--- config.mk ---
export PLATFORM = sky130hd
export DESIGN_NAME = afe_rgb_deint
export DESIGN_NICKNAME = d
export VERILOG_FILES = /design/src/rtl/afe_deint_pkg.sv /design/src/rtl/afe_edge_sync.sv /design/src/rtl/afe_colour_track.sv /design/src/rtl/afe_word_unpack.sv /design/src/rtl/afe_triplet_pack.sv /design/src/rtl/afe_rgb_deint.sv
export SDC_FILE = /design/constraint.sdc
export NUM_CORES = 1
export LEC_CHECK = 0
export BUFFER_PORTS_ARGS = -buffer_cell sky130_fd_sc_hd__buf_4
export CAP_MARGIN = 40
export CORE_ASPECT_RATIO = 1.75
export CORE_MARGIN = 8
export CORE_UTILIZATION = 35
export DETAILED_ROUTE_END_ITERATION = 6
export PLACE_DENSITY_LB_ADDON = 0.1
export SLEW_MARGIN = 5
export SYNTH_ARGS = -nofsm -noshare
export SYNTH_HDL_FRONTEND = slang
export SYNTH_SLANG_ARGS = --single-unit
export TNS_END_PERCENT = 10
--- constraint.sdc ---
create_clock -name clk -period 2.63 [get_ports clk]
set_clock_uncertainty 0.15 [all_clocks]
set_input_delay 0.526 -clock clk [delete_from_list [all_inputs] [get_ports clk]]
set_output_delay 0.526 -clock clk [all_outputs]
set_load 0.1 [all_outputs]
--- src/rtl/afe_deint_pkg.sv ---
package afe_deint_pkg;

  typedef enum logic [1:0] {
    COL_RED = 2'd0,
    COL_GRN = 2'd1,
    COL_BLU = 2'd2
  } colour_e;

  function automatic colour_e next_colour(input colour_e c);
    case (c)
      COL_RED: next_colour = COL_GRN;
      COL_GRN: next_colour = COL_BLU;
      default: next_colour = COL_RED;
    endcase
  endfunction

endpackage

--- src/rtl/afe_edge_sync.sv ---
// Oversamples the converter clock and the sync line; emits one-cycle
// strokes one system clock after each detected converter-clock edge.
module afe_edge_sync #(
  parameter int SYNC_STAGES = 2
) (
  input  logic clk,
  input  logic rst,
  input  logic adc_clk_i,
  input  logic synch_i,
  output logic fall_o,
  output logic rise_o,
  output logic synch_o
);
  localparam int TOP = SYNC_STAGES - 1;

  logic [TOP:0] ck_sh;
  logic [TOP:0] sy_sh;
  logic         ck_prev;

  always_ff @(posedge clk) begin
    if (rst) begin
      ck_sh   <= '0;
      sy_sh   <= '1;
      ck_prev <= 1'b0;
      fall_o  <= 1'b0;
      rise_o  <= 1'b0;
      synch_o <= 1'b1;
    end else begin
      ck_sh   <= {ck_sh[TOP-1:0], adc_clk_i};
      sy_sh   <= {sy_sh[TOP-1:0], synch_i};
      ck_prev <= ck_sh[TOP];
      fall_o  <= ck_prev & ~ck_sh[TOP];
      rise_o  <= ~ck_prev & ck_sh[TOP];
      synch_o <= sy_sh[TOP];
    end
  end
endmodule

--- src/rtl/afe_colour_track.sv ---
// Colour pointer, conversion counter and tag history that maps the
// colour being sampled to the colour of the data now on the bus.
module afe_colour_track
  import afe_deint_pkg::*;
#(
  parameter int LAT_LONG  = 8,
  parameter int LAT_SHORT = 6
) (
  input  logic    clk,
  input  logic    rst,
  input  logic    fall_i,
  input  logic    synch_i,
  input  logic    lat_short_i,
  output colour_e ptr_o,
  output colour_e tag_o,
  output logic    keep_o
);
  localparam int CNT_W = $clog2(LAT_LONG + 1);
  localparam logic [CNT_W-1:0] CNT_MAX = CNT_W'(LAT_LONG);
  localparam logic [CNT_W-1:0] CNT_SH  = CNT_W'(LAT_SHORT);

  logic [LAT_LONG-1:0][1:0] hist;
  logic [CNT_W-1:0]         conv_cnt;
  logic [CNT_W-1:0]         lat_now;
  logic [1:0]               tap;

  assign lat_now = lat_short_i ? CNT_SH : CNT_MAX;
  assign tap     = lat_short_i ? hist[LAT_SHORT-1] : hist[LAT_LONG-1];

  always_ff @(posedge clk) begin
    if (rst) begin
      hist     <= '0;
      conv_cnt <= '0;
      ptr_o    <= COL_RED;
      tag_o    <= COL_RED;
      keep_o   <= 1'b0;
    end else if (synch_i) begin
      conv_cnt <= '0;
      ptr_o    <= COL_RED;
      keep_o   <= 1'b0;
    end else if (fall_i) begin
      hist   <= {hist[LAT_LONG-2:0], 2'(ptr_o)};
      ptr_o  <= next_colour(ptr_o);
      tag_o  <= colour_e'(tap);
      keep_o <= (conv_cnt >= lat_now);
      if (conv_cnt != CNT_MAX) conv_cnt <= conv_cnt + 1'b1;
    end
  end
endmodule

--- src/rtl/afe_word_unpack.sv ---
// Joins the two bus transfers of one conversion into a full sample.
module afe_word_unpack #(
  parameter int BUS_W  = 8,
  parameter int SAMP_W = 12
) (
  input  logic              clk,
  input  logic              rst,
  input  logic              cap_hi_i,
  input  logic              cap_lo_i,
  input  logic              pack_mode_i,
  input  logic [BUS_W-1:0]  bus_i,
  output logic [SAMP_W-1:0] samp_o,
  output logic              samp_vld_o
);
  localparam int HALF   = SAMP_W / 2;
  localparam int NARROW = SAMP_W - BUS_W;

  logic [BUS_W-1:0]  hi_q;
  logic [SAMP_W-1:0] joined;

  always_comb begin
    if (pack_mode_i) joined = {hi_q, bus_i[BUS_W-1 -: NARROW]};
    else             joined = {hi_q[BUS_W-1 -: HALF], bus_i[BUS_W-1 -: HALF]};
  end

  always_ff @(posedge clk) begin
    if (rst) begin
      hi_q       <= '0;
      samp_o     <= '0;
      samp_vld_o <= 1'b0;
    end else begin
      samp_vld_o <= cap_lo_i;
      if (cap_hi_i) hi_q <= bus_i;
      if (cap_lo_i) samp_o <= joined;
    end
  end
endmodule

--- src/rtl/afe_triplet_pack.sv ---
// Collects red and green, closes the pixel on blue, holds it for the
// consumer; a newer pixel replaces an unaccepted one.
module afe_triplet_pack
  import afe_deint_pkg::*;
#(
  parameter int SAMP_W = 12
) (
  input  logic                clk,
  input  logic                rst,
  input  logic                flush_i,
  input  logic                samp_vld_i,
  input  logic [SAMP_W-1:0]   samp_i,
  input  colour_e             tag_i,
  input  logic                ready_i,
  output logic                load_o,
  output logic                valid_o,
  output logic [3*SAMP_W-1:0] data_o
);
  logic [SAMP_W-1:0] red_q;
  logic [SAMP_W-1:0] grn_q;

  assign load_o = samp_vld_i && (tag_i == COL_BLU);

  always_ff @(posedge clk) begin
    if (rst) begin
      red_q   <= '0;
      grn_q   <= '0;
      valid_o <= 1'b0;
      data_o  <= '0;
    end else begin
      if (flush_i) begin
        red_q <= '0;
        grn_q <= '0;
      end else if (samp_vld_i) begin
        if (tag_i == COL_RED) red_q <= samp_i;
        if (tag_i == COL_GRN) grn_q <= samp_i;
      end
      if (load_o) begin
        data_o  <= {red_q, grn_q, samp_i};
        valid_o <= 1'b1;
      end else if (valid_o && ready_i) begin
        valid_o <= 1'b0;
      end
    end
  end
endmodule

--- src/rtl/afe_rgb_deint.sv ---
module afe_rgb_deint
  import afe_deint_pkg::*;
#(
  parameter int BUS_W       = 8,
  parameter int SAMP_W      = 12,
  parameter int LAT_LONG    = 8,
  parameter int LAT_SHORT   = 6,
  parameter int SYNC_STAGES = 2,
  localparam int PIX_W      = 3 * SAMP_W
) (
  input  logic             clk,
  input  logic             rst,
  input  logic             adc_clk_i,
  input  logic             synch_i,
  input  logic             pack_mode_i,
  input  logic             lat_short_i,
  input  logic [BUS_W-1:0] bus_i,
  input  logic             pix_ready_i,
  output logic             pix_valid_o,
  output logic [PIX_W-1:0] pix_data_o
);
  logic              fall_d, rise_d, synch_s;
  colour_e           ptr, data_tag;
  logic              keep;
  logic [SAMP_W-1:0] samp;
  logic              samp_vld;
  logic              pix_load;

  afe_edge_sync #(.SYNC_STAGES(SYNC_STAGES)) u_edge (
    .clk(clk), .rst(rst), .adc_clk_i(adc_clk_i), .synch_i(synch_i),
    .fall_o(fall_d), .rise_o(rise_d), .synch_o(synch_s)
  );

  afe_colour_track #(.LAT_LONG(LAT_LONG), .LAT_SHORT(LAT_SHORT)) u_track (
    .clk(clk), .rst(rst), .fall_i(fall_d), .synch_i(synch_s),
    .lat_short_i(lat_short_i), .ptr_o(ptr), .tag_o(data_tag), .keep_o(keep)
  );

  afe_word_unpack #(.BUS_W(BUS_W), .SAMP_W(SAMP_W)) u_unpack (
    .clk(clk), .rst(rst),
    .cap_hi_i(fall_d & ~synch_s), .cap_lo_i(rise_d & keep & ~synch_s),
    .pack_mode_i(pack_mode_i), .bus_i(bus_i),
    .samp_o(samp), .samp_vld_o(samp_vld)
  );

  afe_triplet_pack #(.SAMP_W(SAMP_W)) u_pack (
    .clk(clk), .rst(rst), .flush_i(synch_s),
    .samp_vld_i(samp_vld), .samp_i(samp), .tag_i(data_tag),
    .ready_i(pix_ready_i), .load_o(pix_load),
    .valid_o(pix_valid_o), .data_o(pix_data_o)
  );
endmodule

# After elaboration in Yosys (flattened, before gate mapping)
# Index checks and enable logic that the tools add are counted.
# op_classes
add_sub_neg,1
n_lt_le_gt_ge,1
eq_ne,4
n_mux,6
bitwise,8
reduce_logical,10
# ops
cell,count
$reduce_and A2 Y1,4
$mux W6,1
$and A1 B1 Y1,5
$add A4 B1 Y4 const B,1
$eq A2 B1 Y1 const B,2
$ge A4 B4 Y1,1
$logic_not A2 Y1,2
$mux W4,1
$ne A4 B4 Y1 const B,1
$pmux W2 S2,1
$not A1 Y1,3
$eq A2 B2 Y1 const B,1
$logic_and A1 B1 Y1,2
$mux W1,2
$mux W2,1
$reduce_bool A2 Y1,1
$reduce_or A2 Y1,1
# totals
regBits,115
inputBits,15
out_inout_bits,37
word_cells,55

# Logic depth before layout (Yosys ltp)
# depth
depth_word,3
ltp_mapped,6
depth_no_buf,5

# Hierarchy
# From an unflattened synthesis, not the netlist that was laid out.
# hier_totals
cells_unflattened,473
hier_area_um2,4825.9
# modules_own_cells
module,instances,cells_each,area_each_um2,seq_area_each_um2
afe_triplet_pack,1,256,2746.4,1221.2
afe_colour_track,1,125,1056.0,500.5
afe_word_unpack,1,74,795.8,420.4
afe_edge_sync,1,16,212.7,160.2
afe_rgb_deint,1,2,15.0,0.0

# Worst setup path after synthesis
# OpenSTA, ideal clock, no wires.
# synth_path
path_kind,register to output
start,register u_pack.valid_o
end,output pix_valid_o
arrival_time_ns,0.925
required_ns,1.954
setup_slack_ns,1.029
path_stages_with_launch,1
n_path_buf,0
cell_sequence,dfxtp_1
# synth_lines
item,line_no,text
start: declaration,afe_triplet_pack.sv:16,"output logic valid_o,"
start signal: assignment,afe_triplet_pack.sv:28,valid_o <= 1'b0;
start signal: assignment,afe_triplet_pack.sv:40,valid_o <= 1'b1;
start signal: assignment,afe_triplet_pack.sv:42,valid_o <= 1'b0;
end: declaration,afe_rgb_deint.sv:19,"output logic pix_valid_o,"
# No word-level cell between the ends.

# Final worst setup path
# layout_path
start,register u_pack.data_o[0]
end,output pix_data_o[0]
# layout_lines
item,line_no,text
start: declaration,afe_triplet_pack.sv:17,output logic [3*SAMP_W-1:0] data_o
start signal: assignment,afe_triplet_pack.sv:39,"data_o <= {red_q, grn_q, samp_i};"
end: declaration,afe_rgb_deint.sv:20,output logic [PIX_W-1:0] pix_data_o
# No word-level cell between the ends.

==> flow_metrics.py <==
metrics = {
    "die": {
        "die_h_um": 162,
        "die_area_um2": 16200,
        "die_w_um": 99.6,
        "start_util_pct": 35.6,
        "row_count": 53,
        "core_um2": 12000,
        "io_pins": 52,
    },
    "placement": {
        "gp_congestion": 0.745,
        "dp_slack_ns": 0.867,
        "hpwl_um": 6690,
        "place_area_um2": 4680,
        "portBuffers": 51,
    },
    "setup_path": {
        "path_depth": 1,
        "rr_endpoint": "u_pack.data_o[7]",
        "critPathRequiredTime_ns": 1.95,
        "reg2reg_slack_ns": 0.90,
        "arrival_ns": 1.06,
        "worstSetupStartpointType": "register",
        "max_stage_delay_ns": 0.35,
        "crit_start": "u_pack.data_o[0]",
        "path_buf_inv": 1,
        "timing.rr.start": "u_track.tag_o[0]",
        "crit_slowest_cell": "dfxtp_1",
        "r2r_cells": 3,
        "cp_cell_sequence": "buf_4",
        "endpoint": "pix_data_o[0]",
        "critPathKind": "register to output port",
        "crit_family": "flip-flops",
        "crit_path_max_fanout": 2,
        "cp-end-kind": "output port",
    },
    "timing": {
        "slew_viol_final": 0,
        "rsz0062_at_grt": "false",
        "setup_violations": 0,
        "fin_hold_ws_ns": 0.164,
        "fin_crit_sh_pct": 65.8,
        "hold_violations": 0,
        "relSlewSlack_pct": 47.6,
        "fin_crit_ns": 1.73,
        "setup_tns_ns": 0,
        "worstMarginPinSlew_ns": 0.781,
        "max_freq_mhz": 578,
        "setup_ws_ns": 0.899,
    },
    "logic_synthesis": {
        "synthTopCellsByCount": "nand2_1, dfxtp_1, a21oi_1",
        "syn_area_um2": 4280,
        "synth_top_area_share_pct": 53.8,
        "ys_ff_latch": 115,
        "syn_nets": 493,
        "ys_warn_count": 0,
        "synth_edf_count": 0,
        "synthFlopType": "dfxtp_1",
        "syn_avg_cell_area_um2": 9.04,
        "syn_inst": 473,
        "yosysMostFrequentCell": "nand2_1",
        "synth_area_leader_cell": "dfxtp_1",
        "async_reset_ff_share_pct": 0,
        "ys_types": 31,
        "seq_area_frac_synth_pct": 53.8,
        "synth_area_leaders": "dfxtp_1, nand2_1, mux2i_1",
    },
    "route": {
        "wl_um": 9510,
        "drtPass1Iterations": 6,
        "wire_per_inst_um": 13.7,
        "drt_iter0_markers": 98,
        "ant_nets": 0,
        "vias": 3147,
        "viasPerCell": 4.53,
        "drcViolationCount": 0,
    },
    "power": {
        "p_leak_nw": 1.94,
        "powerDensity_nw_per_um2": 769,
        "irDropWorstVdd_mv": 0.462,
    },
    "cells_and_area": {
        "area_growth_pct": 22.9,
        "postLayoutCellArea_um2": 5260,
        "final_util_pct": 43.8,
        "fillers": 1228,
        "n_antenna_cell": 0,
        "drive_gt1_share_pct": 19.3,
        "fin_nets": 537,
    },
    "clock_tree": {
        "clockBufferDepth": 2,
        "ctsHoldBuffers": 0,
        "clkTransAtPathRegs_ns": 0.05,
        "cts_tree": "yes",
        "clk_latency_ns": 0.40,
        "cts.sinks": 115,
        "cts_resized": 0,
        "h-tree-depth": 4,
        "cts-root-buf": "clkbuf_16",
        "cts_buffers": 17,
        "cts_setup_buffers": 0,
    },
    "global_route": {
        "grt_start_max_net_pins": 52,
        "grt_pass1_vias": 3123,
        "grt_util_all_layers_pct": 12.4,
        "grt_pass1_wl_um": 15600,
        "gr-total-overflow": 0,
        "antenna_found_initial": 0,
    },
    "run": {
        "maxCapViolCount": 0,
    },
    "status": {
        "outcome": "finished clean",
    },
    "hold_path": {
        "holdCritPathClass": "input port to register",
    },
}
## cell families after synthesis
logic type               count (synthesis)  share of synthesized area [%]
XOR/XNOR                                 1                          0.205
multiplexers                            32                           7.49
buffers and inverters                   37                           5.97
AND/OR/NAND/NOR                        197                           19.5
AO/OA/AOI/OAI                           86                           11.5
flip-flops                             115                           53.8
adder cells (fa/ha/maj)                  5                           1.46
## final cells by class
cell class                      instances  area, um^2  area share [%]
Clock inverter                         10         108            2.05
Tap cell                              165         206            3.93
Multi-Input combinational cell        321        1720            32.7
Inverter                                5        18.8           0.357
Sequential cell                       115        2300            43.8
Timing Repair Buffer                   57         432            8.21
Clock buffer                           21         470            8.95
## state kept, by name (all words and copies together) (netlist names), 4 cells and up
signal	count
u_pack.red_q	12
u_pack.data_o	36
u_pack.grn_q	12
u_unpack.hi_q	8
u_track.hist	16
u_unpack.samp_o	12
u_track.conv_cnt	4
## worst min path at each step
stage	start	to	slack, ns	cells past startpoint
after floorplan	u_edge.ck_prev	u_edge.rise_o	0.23	1
after global placement	u_edge.sy_sh[0]	u_edge.sy_sh[1]	0.25	1
after detailed placement	u_edge.ck_prev	u_edge.rise_o	0.25	1
after CTS	synch_i	u_edge.sy_sh[0]	0.15	2
after global routing	synch_i	u_edge.sy_sh[0]	0.14	2
final	synch_i	u_edge.sy_sh[0]	0.16	2
## stage by stage
stage          instances  total power [W]
2_1_floorplan        473          0.00182
3_5_place_dp         663          0.00185
4_1_cts              694          0.00409
6_report             694          0.00404
3_3_place_gp         662          0.00185
5_1_grt              694          0.00418
## power by group
part / internal [W] / total, W / switching, W / leakage (nW)
combinational: 0.0000257 / 0.0000646 / 0.0000389 / 0.734
sequential: 0.00175 / 0.00175 / 0.00000252 / 0.927
clock: 0.00145 / 0.00223 / 0.000773 / 0.281
total: 0.00323 / 0.00404 / 0.000815 / 1.94
## layout by cell type (no fill, tap or decap), drive strengths merged, types with 4 or more instances in the layout
cell type / synthesis / layout
a211oi: 8 / 8
a21oi: 72 / 72
buf: 23 / 57
clkbuf: 9 / 21
clkinv: 0 / 5
dfxtp: 115 / 115
ha: 5 / 5
inv: 5 / 5
mux2i: 32 / 32
nand2: 135 / 135
nand3b: 5 / 5
nor2: 37 / 37
nor2b: 4 / 4
or2: 4 / 4
## per-layer routing
layer  track usage, %  up-vias  share of wire [%]
li1                 -     1640                  -
met1             12.2     1455                 40
met3             3.81       10                3.4
met5                0        -                  0
met4             6.23        0                1.4
met2             22.8       42                 55
No activity file was read; power rests on OpenSTA's default activity.
